<file path="config.mk">
export PLATFORM = sky130hd
export DESIGN_NAME = vpage_xlate
export DESIGN_NICKNAME = d
export VERILOG_FILES = /design/src/rtl/xlate_pkg.sv /design/src/rtl/xlate_ctrl.sv /design/src/rtl/xlate_data.sv /design/src/rtl/vpage_xlate.sv
export SDC_FILE = /design/constraint.sdc
export NUM_CORES = 1
export LEC_CHECK = 0
export ABC_AREA = 1
export CELL_PAD_IN_SITES_DETAIL_PLACEMENT = 0
export CELL_PAD_IN_SITES_GLOBAL_PLACEMENT = 1
export CORE_MARGIN = 2
export CORE_UTILIZATION = 43
export CTS_CLUSTER_DIAMETER = 200
export DETAILED_ROUTE_END_ITERATION = 10
export PLACE_DENSITY = 0.84
export SLEW_MARGIN = 20
export SYNTH_ARGS = -nofsm -noshare
export SYNTH_HDL_FRONTEND = slang
export SYNTH_SLANG_ARGS = --single-unit
</file>
<file path="constraint.sdc">
create_clock -name clk -period 4.3 [get_ports clk]
set_input_delay 0.645 -clock clk [delete_from_list [all_inputs] [get_ports clk]]
set_output_delay 0.645 -clock clk [all_outputs]
set_load 0.05 [all_outputs]
</file>
<file path="src/rtl/xlate_pkg.sv">
package xlate_pkg;

  typedef enum logic [1:0] {
    ACC_READ  = 2'd0,
    ACC_WRITE = 2'd1,
    ACC_EXEC  = 2'd2,
    ACC_RSVD  = 2'd3
  } access_e;

  typedef enum logic [1:0] {
    FLT_NONE = 2'd0,
    FLT_MISS = 2'd1,
    FLT_PROT = 2'd2,
    FLT_PRIV = 2'd3
  } fault_e;

  localparam int PERM_W   = 3;
  localparam int PERM_RD  = 0;
  localparam int PERM_WR  = 1;
  localparam int PERM_EX  = 2;

  // strobes from control to datapath
  typedef struct packed {
    logic lookup;
    logic fill;
    logic flush;
  } strobe_t;

endpackage

</file>
<file path="src/rtl/xlate_ctrl.sv">
module xlate_ctrl
  import xlate_pkg::*;
#(
  parameter int ENTRIES = 8,
  localparam int PTR_W = (ENTRIES > 1) ? $clog2(ENTRIES) : 1
) (
  input  logic             clk,
  input  logic             rstN,
  input  logic             reqValid,
  input  logic             fillEn,
  input  logic             flushEn,
  output logic             reqReady,
  output logic             rspValid,
  output strobe_t          strobe,
  output logic [PTR_W-1:0] fillIdx
);

  localparam logic [PTR_W-1:0] LAST_IDX = PTR_W'(ENTRIES - 1);

  logic maintBusy;

  always_comb begin
    maintBusy     = fillEn || flushEn;
    reqReady      = !maintBusy;
    strobe.lookup = reqValid && !maintBusy;
    strobe.flush  = flushEn;
    strobe.fill   = fillEn && !flushEn;
  end

  always_ff @(posedge clk) begin
    if (!rstN) begin
      rspValid <= 1'b0;
    end else begin
      rspValid <= strobe.lookup;
    end
  end

  // circular fill pointer
  always_ff @(posedge clk) begin
    if (!rstN) begin
      fillIdx <= '0;
    end else if (strobe.flush) begin
      fillIdx <= '0;
    end else if (strobe.fill) begin
      if (fillIdx == LAST_IDX) fillIdx <= '0;
      else                     fillIdx <= fillIdx + 1'b1;
    end
  end

endmodule

</file>
<file path="src/rtl/xlate_data.sv">
module xlate_data
  import xlate_pkg::*;
#(
  parameter int ENTRIES = 8,
  parameter int VA_W    = 32,
  parameter int PA_W    = 32,
  parameter int OFF_W   = 13,
  localparam int VPN_W  = VA_W - OFF_W,
  localparam int PFN_W  = PA_W - OFF_W,
  localparam int PTR_W  = (ENTRIES > 1) ? $clog2(ENTRIES) : 1
) (
  input  logic              clk,
  input  logic              rstN,
  input  strobe_t           strobe,
  input  logic [PTR_W-1:0]  fillIdx,
  input  logic [VPN_W-1:0]  fillVpn,
  input  logic [PFN_W-1:0]  fillPfn,
  input  logic [PERM_W-1:0] fillPerm,
  input  logic [VA_W-1:0]   reqVaddr,
  input  logic [1:0]        reqAccess,
  input  logic              reqKernel,
  output logic [PA_W-1:0]   rspPaddr,
  output logic [1:0]        rspFault
);

  logic [VPN_W-1:0]  reqVpn;
  logic [ENTRIES-1:0] hitVec;
  logic [PFN_W-1:0]  slotPfn  [ENTRIES];
  logic [PERM_W-1:0] slotPerm [ENTRIES];

  assign reqVpn = reqVaddr[VA_W-1:OFF_W];

  for (genvar g = 0; g < ENTRIES; g++) begin : gSlot
    logic              entValid;
    logic [VPN_W-1:0]  entVpn;
    logic [PFN_W-1:0]  entPfn;
    logic [PERM_W-1:0] entPerm;
    logic              slotSel;

    assign slotSel = strobe.fill && (fillIdx == PTR_W'(g));

    always_ff @(posedge clk) begin
      if (!rstN) begin
        entValid <= 1'b0;
      end else if (strobe.flush) begin
        entValid <= 1'b0;
      end else if (slotSel) begin
        entValid <= 1'b1;
      end
    end

    always_ff @(posedge clk) begin
      if (slotSel) begin
        entVpn  <= fillVpn;
        entPfn  <= fillPfn;
        entPerm <= fillPerm;
      end
    end

    assign hitVec[g]   = entValid && (entVpn == reqVpn);
    assign slotPfn[g]  = entPfn;
    assign slotPerm[g] = entPerm;
  end

  // lowest matching slot wins
  logic [PFN_W-1:0]  selPfn;
  logic [PERM_W-1:0] selPerm;
  logic              anyHit;

  always_comb begin
    selPfn  = '0;
    selPerm = '0;
    for (int i = ENTRIES - 1; i >= 0; i--) begin
      if (hitVec[i]) begin
        selPfn  = slotPfn[i];
        selPerm = slotPerm[i];
      end
    end
    anyHit = |hitVec;
  end

  logic   permOk;
  logic   userHigh;
  fault_e faultNext;
  logic [PA_W-1:0] paddrNext;

  always_comb begin
    case (access_e'(reqAccess))
      ACC_READ:  permOk = selPerm[PERM_RD];
      ACC_WRITE: permOk = selPerm[PERM_WR];
      ACC_EXEC:  permOk = selPerm[PERM_EX];
      default:   permOk = 1'b0;
    endcase
  end

  always_comb begin
    userHigh = !reqKernel && reqVaddr[VA_W-1];
    if (userHigh)     faultNext = FLT_PRIV;
    else if (!anyHit) faultNext = FLT_MISS;
    else if (!permOk) faultNext = FLT_PROT;
    else              faultNext = FLT_NONE;
    if (faultNext == FLT_NONE) paddrNext = {selPfn, reqVaddr[OFF_W-1:0]};
    else                       paddrNext = '0;
  end

  always_ff @(posedge clk) begin
    if (!rstN) begin
      rspPaddr <= '0;
      rspFault <= FLT_NONE;
    end else if (strobe.lookup) begin
      rspPaddr <= paddrNext;
      rspFault <= faultNext;
    end
  end

endmodule

</file>
<file path="src/rtl/vpage_xlate.sv">
module vpage_xlate
  import xlate_pkg::*;
#(
  parameter int ENTRIES = 8,
  parameter int VA_W    = 32,
  parameter int PA_W    = 32,
  parameter int OFF_W   = 13,
  localparam int VPN_W  = VA_W - OFF_W,
  localparam int PFN_W  = PA_W - OFF_W,
  localparam int PTR_W  = (ENTRIES > 1) ? $clog2(ENTRIES) : 1
) (
  input  logic              clk,
  input  logic              rstN,
  input  logic              reqValid,
  output logic              reqReady,
  input  logic [VA_W-1:0]   reqVaddr,
  input  logic [1:0]        reqAccess,
  input  logic              reqKernel,
  output logic              rspValid,
  output logic [PA_W-1:0]   rspPaddr,
  output logic [1:0]        rspFault,
  input  logic              fillEn,
  input  logic [VPN_W-1:0]  fillVpn,
  input  logic [PFN_W-1:0]  fillPfn,
  input  logic [PERM_W-1:0] fillPerm,
  input  logic              flushEn
);

  strobe_t          strobe;
  logic [PTR_W-1:0] fillIdx;

  xlate_ctrl #(.ENTRIES(ENTRIES)) u_ctrl (
    .clk      (clk),
    .rstN     (rstN),
    .reqValid (reqValid),
    .fillEn   (fillEn),
    .flushEn  (flushEn),
    .reqReady (reqReady),
    .rspValid (rspValid),
    .strobe   (strobe),
    .fillIdx  (fillIdx)
  );

  xlate_data #(
    .ENTRIES (ENTRIES),
    .VA_W    (VA_W),
    .PA_W    (PA_W),
    .OFF_W   (OFF_W)
  ) u_data (
    .clk       (clk),
    .rstN      (rstN),
    .strobe    (strobe),
    .fillIdx   (fillIdx),
    .fillVpn   (fillVpn),
    .fillPfn   (fillPfn),
    .fillPerm  (fillPerm),
    .reqVaddr  (reqVaddr),
    .reqAccess (reqAccess),
    .reqKernel (reqKernel),
    .rspPaddr  (rspPaddr),
    .rspFault  (rspFault)
  );

endmodule

</file>
==> results of run 1 <==
-- power groups by stage --
stage	combinational [µW]	clock [µW]	sequential, µW
finish	356	3500	3990
global route	381	3670	3990
CTS	353	3530	3990
detailed placement	351	0	4070
global placement	349	0	4070
floorplan	138	0	4070
-- cells by family after synthesis --
group | Yosys count | synth area share [%]
flip-flops | 374 | 68.03
adder cells (fa/ha/maj) | 6 | 0.4742
buffers and inverters | 159 | 4.766
XOR/XNOR | 42 | 2.324
AO/OA/AOI/OAI | 188 | 6.742
AND/OR/NAND/NOR | 615 | 17.66
-- worst paths after layout --
kind	start	endpoint	slack, ps	cells past startpoint
min reg2reg	u_data.rspPaddr[21]$_SDFFE_PN0P_	u_data.rspPaddr[21]$_SDFFE_PN0P_	460	2
max reg2reg	u_data.gSlot[5].entVpn[5]$_DFFE_PP_	u_data.rspPaddr[20]$_SDFFE_PN0P_	1570	19
max	reqVaddr[13]	u_data.rspPaddr[20]$_SDFFE_PN0P_	1070	20
min	u_data.rspPaddr[21]$_SDFFE_PN0P_	u_data.rspPaddr[21]$_SDFFE_PN0P_	460	2
-- area by class of cell --
class	count	area (µm²)	share of cell area (%)
inverter	94	352.8	1.863
timing repair buffer	160	1554	8.203
multi-input combinational	851	4354	22.99
clock buffer	52	1076	5.680
tap	468	585.6	3.091
sequential	374	10770	56.86
clock inverter	21	250.2	1.321
-- cells in the final DEF, fill, tap and decap left out, types with 11 or more instances in the layout --
cell type	Yosys	final
edfxtp_1	328	328
nand2_1	305	305
nor2_1	120	118
clkdlybuf4s50_1	0	116
a21oi_1	70	70
inv_1	68	67
nand3_1	55	55
dfxtp_1	46	46
o21ai_0	45	45
clkbuf_16	0	40
nand4_1	39	39
buf_4	15	39
nor3_1	42	36
xor2_1	32	32
inv_2	23	23
o211ai_1	21	21
o21ai_1	19	19
o22ai_1	18	18
nor3_2	11	17
nand3_2	12	12
clkinv_2	0	11
-- worst min-delay path, stage by stage (launching register included) --
cell     delay, ps
dfxtp_1        310
nand2_1         60
nand2_1         40
-- per-stage QoR --
| step | power [µW] | utilization (%) | setup slack (ps) | hold WS [ps] | cells |
|---|---|---|---|---|---|
| floorplan | 4209 | - | -120.3 | 433.7 | 1384 |
| global placement | 4414 | 48.35 | 536.3 | 441.6 | 1947 |
| detailed placement | 4417 | 48.35 | 548.2 | 443.6 | 1947 |
| CTS | 7876 | 51.99 | 1105 | 455.4 | 2020 |
| global route | 8039 | 51.99 | 801.6 | 463.7 | 2020 |
| finish | 7842 | 51.99 | 1073 | 455.5 | 2020 |
-- flip-flops by register name (all words and copies together) (netlist names) --
name                   cells
u_data.rspPaddr           32
u_ctrl.rspValid            1
u_data.gSlot.entPerm      24
u_data.gSlot.entValid      8
u_data.gSlot.entVpn      152
u_data.rspFault            2
u_data.gSlot.entPfn      152
u_ctrl.fillIdx             3
-- layer usage --
metal | routed length [µm] | part of all wire [%] | vias to the layer above | global-route usage [%]
met5 | 0 | 0 | - | 0
met4 | 1526 | 3.4 | 0 | 8.642
met3 | 3838 | 8.7 | 92 | 4.968
met2 | 20060 | 45 | 493 | 36.02
met1 | 18910 | 43 | 5346 | 32.29
li1 | - | - | 5121 | -
==> impl_metrics.tcl, run 1 <==
set metrics [dict create \
    run_status "finished, final reports clean" \
    clk_latency_ps 560 \
    synthFlopType "edfxtp_1" \
    min_period_ps 3227 \
    synth_commonest_cells "edfxtp_1, nand2_1, nor2_1" \
    slew_violations 0 \
    synth_seq_area_share_pct 68.03 \
    power.net_switching_uw 1666 \
    hp-class "reg -> reg" \
    critPathCaptureType "flop" \
    pwr-share-seq_pct 50.9 \
    num_rows 70 \
    crit_path_cell_trace "clkdlybuf4s50_1 -> inv_2 -> nor2_1 -> nor3b_1 -> nand2_1 -> nor2_1 -> nand3_1 -> nor2_1 -> nor2_1 -> nand2_1 -> nand2_1 -> nand2_1 -> nand2_1 -> nand2_1 -> nand2_1 -> nand2_2 -> nand3_4 -> buf_12 -> nand3_1 -> nand2_1" \
    gp_congestion 0.9465 \
    cp_top_family "simple AND/OR/NAND/NOR gates" \
    finalHoldViolations 0 \
    rsz0062_at_grt "false" \
    ant_nets 0 \
    cts_hold_buf 0 \
    final_area_um2 18940 \
    hpwl_mm 29.94 \
    netlist_area_um2 15830 \
    pwr-share-clk_pct 44.6 \
    die_area_um2 38370 \
    leakage_uw 0.006921 \
    insertedDiodeCount 0 \
    antenna_found_initial 0 \
    cts_resized 0 \
    drive_above_1_share_pct 11.34 \
    max_slew_margin_pct 43.59 \
    tightest_slew_ps 841.0 \
    synth_cell_types 46 \
    synth-warning-count 0 \
    p_per_area_nw_per_um2 414.0 \
    finalSetupTns_ps 0 \
    cts_num_sinks 374 \
    port_buffers 116 \
    setup_viol 0 \
    area_growth_pct 19.66 \
    grt_max_degree 37 \
    worstPathArrival_ps 3670 \
    synth_cells 1384 \
    cp_common_cell "nand2_1" \
    synthArstFlopShare_pct 0 \
    cts_buffer_depth 3 \
    path_class "in -> reg" \
    internal_power_uw 6175 \
    cts_tree "built" \
    syn-num-nets 1471 \
    start_kind "input pin" \
    die_y_um 195.9 \
    fillers 3135 \
    yosys.cell_count.top_type "edfxtp_1" \
    grt_pass1_wl_mm 66.70 \
    critPathMaxFanout 32 \
    cpPeakStageDelay_ps 500 \
    drv_cap 0 \
    swShare_pct 21.25 \
    drc 0 \
    detailedRoute.firstPassIterationCount 5 \
    drt_iter0_markers 1393 \
    cts.htree.levels 2 \
    ys_ff_latch 374 \
    min_period_over_period_pct 75.05 \
    cp_slowest_cell "clkdlybuf4s50_1" \
    routedWlPerCell_um 21.95 \
    vdd_ir_drop_max_uv 206.0 \
    placed_area_um2 17620 \
    worst-path-buf-inv 3 \
    final_nets 1608 \
    syn_avg_cell_area_um2 11.44 \
    grt_pass1_vias 10830 \
    fmax_mhz 309.9 \
    synth-edff-count 328 \
    cts_setup_buffers 0 \
    io_pins 117 \
    comb_power_share_pct 4.5 \
    core_um2 36430 \
    path_clk_slew_ps 60 \
    grtUsageTotal_pct 23.22 \
    required_ps 4740 \
    root_buffer "clkbuf_16" \
    vias 11050 \
    dieWidth_um 195.9 \
    start_util_pct 43.45 \
    ys_top_cells_by_area "edfxtp_1, nand2_1, dfxtp_1" \
    via_per_inst 5.471 \
    totalWireLength_mm 44.34 \
    cts_buffers 40 \
    overflow 0 \
    skew_ps 28.85 \
    yosysTopAreaCellShare_pct 62.21 \
    synth_top_cell_by_area "edfxtp_1" \
]
(Power assumes the default switching activity.)
==> inputs of run 2 (changes only) <==
--- a/config.mk
+++ b/config.mk
@@ -12,7 +12,7 @@
 export CORE_UTILIZATION = 43
 export CTS_CLUSTER_DIAMETER = 200
 export DETAILED_ROUTE_END_ITERATION = 10
-export PLACE_DENSITY = 0.84
+export PLACE_DENSITY = 0.81
 export SLEW_MARGIN = 20
 export SYNTH_ARGS = -nofsm -noshare
 export SYNTH_HDL_FRONTEND = slang
==> constraint.sdc (replaced) <==
create_clock -name clk -period 3.4 [get_ports clk]
set_input_delay 0.51 -clock clk [delete_from_list [all_inputs] [get_ports clk]]
set_output_delay 0.51 -clock clk [all_outputs]
set_load 0.05 [all_outputs]
==> impl_metrics.tcl, run 2 (synthesis gave the netlist of run 1 again) <==
set metrics [dict create \
    start_kind "input pin" \
    fmax_mhz 333.5 \
    grt_pass1_vias 11010 \
    fin_util_pct 52.28 \
    cts_num_sinks 374 \
    dp.cells 1966 \
    core_um2 36430 \
    required_ps 3820 \
    ff_latch_area_um2 10770 \
    hp-class "reg -> reg" \
    drv_cap 0 \
    slew_violations 0 \
    p_per_area_nw_per_um2 498.5 \
    grt_max_degree 43 \
    grt_pass1_wl_mm 65.10 \
    cts_setup_buffers 0 \
    final_area_um2 19050 \
    cts_tree "built" \
    totalWireLength_mm 42.88 \
    insertedDiodeCount 0 \
    cts.htree.levels 2 \
    worstPathArrival_ps 3420 \
    area_growth_pct 20.31 \
    critPathMaxFanout 19 \
    dieWidth_um 195.9 \
    grtUsageTotal_pct 22.43 \
    path_clk_slew_ps 60 \
    multi_input_area_um2 4354 \
    cts_buffers 39 \
    via_per_inst 5.506 \
    finalHoldViolations 0 \
    hpwl_mm 29.14 \
    setup_viol 0 \
    run_status "finished, final reports clean" \
    max_slew_margin_pct 49.41 \
    drt_iter0_markers 1054 \
    routedWlPerCell_um 21.04 \
    rsz0062_at_grt "false" \
    min_period_over_period_pct 88.18 \
    port_buffers 116 \
    path_class "in -> reg" \
    num_rows 70 \
    clk_latency_ps 530 \
    die_y_um 195.9 \
    vdd_ir_drop_max_uv 322.4 \
    skew_ps 16.77 \
    final_nets 1626 \
    min_period_ps 2998 \
    cts_buffer_depth 3 \
    drive_above_1_share_pct 11.53 \
    most-common-layout-cells "edfxtp_1, nand2_1, nor2_1, clkdlybuf4s50_1, a21oi_1" \
    antenna_found_initial 0 \
    fillers 3129 \
    ant_nets 0 \
    cts_hold_buf 0 \
    cts_resized 0 \
    tightest_slew_ps 751.9 \
    root_buffer "clkbuf_16" \
    final_common_cell "edfxtp_1" \
    detailedRoute.firstPassIterationCount 5 \
    io_pins 117 \
    leakage_uw 0.006954 \
    drc 0 \
    vias 11220 \
    placed_area_um2 17870 \
    start_util_pct 43.45 \
    instances_no_fill 2038 \
    critPathCaptureType "flop" \
    die_area_um2 38370 \
    overflow 0 \
    largestRegisters "u_data.gSlot.entPfn x152, u_data.gSlot.entVpn x152, u_data.rspPaddr x32" \
    gp_congestion 0.9421 \
]
run 2: cell count changes in the layout (fill, tap and decap cells not counted):
| cell | delta |
|---|---|
| clkbuf_8 | -3 |
| clkinv_2 | -6 |
| buf_4 | +10 |
| bufinv_16 | -4 |
| inv_6 | -1 |
| clkinv_1 | +7 |
| buf_12 | +9 |
| clkbuf_1 | +6 |
run 2: metal layers:
layer / global-route usage (%) / up-vias / routed length, µm
met1: 31.62 / 5476 / 18320
met4: 7.800 / 0 / 1364
met2: 35.68 / 495 / 19760
met3: 3.352 / 88 / 3428
li1: - / 5162 / -
met5: 0 / - / 0
run 2: worst paths after layout:
| check | from | endpoint | slack (ps) | cells past startpoint |
|---|---|---|---|---|
| setup / recovery | reqVaddr[22] | u_data.rspPaddr[19]$_SDFFE_PN0P_ | 400 | 13 |
| hold / removal | u_data.rspPaddr[29]$_SDFFE_PN0P_ | u_data.rspPaddr[29]$_SDFFE_PN0P_ | 450 | 2 |
| setup reg to reg | u_data.gSlot[0].entVpn[9]$_DFFE_PP_ | u_data.rspPaddr[19]$_SDFFE_PN0P_ | 860 | 11 |
| hold reg to reg | u_data.rspPaddr[29]$_SDFFE_PN0P_ | u_data.rspPaddr[29]$_SDFFE_PN0P_ | 450 | 2 |
run 2: layout make-up:
class                           count  share of cell area [%]
Inverter                           94                   1.852
Clock inverter                     17                  0.6175
Clock buffer                       55                   5.551
Timing Repair Buffer              179                   9.499
Multi-Input combinational cell    851                   22.86
Tap cell                          468                   3.074
Sequential cell                   374                   56.55
run 2: power breakdown:
group / switching (µW) / leakage [µW] / internal, µW
Combinational: 297 / 0.00305 / 162
Clock: 1740 / 0.000568 / 2250
Sequential: 13.2 / 0.00333 / 5030
Total: 2050 / 0.00695 / 7450
run 2: critical path: stages:
cell and delay, ps:
clkdlybuf4s50_1 670, inv_2 200, nand2_1 100, o21ai_0 80
nor4_1 670, nand3_2 220, buf_12 210, o211a_1 220
nand2_2 100, nand3_4 110, buf_12 180, nand3_1 70
nand2_1 60
run 2: per-stage QoR:
| stage | power (µW) | setup slack (ps) | setup TNS (ps) | hold slack [ps] |
|---|---|---|---|---|
| final | 9496 | 401.7 | 0 | 451.3 |
| after global routing | 9744 | 251.1 | 0 | 468.7 |
| after CTS | 9536 | 478.8 | 0 | 455.0 |
| after detailed placement | 5594 | -47.16 | -769.6 | 443.5 |
| after global placement | 5590 | -18.15 | -93.84 | 441.9 |
| after floorplan | 5323 | -885.3 | -213250 | 433.7 |
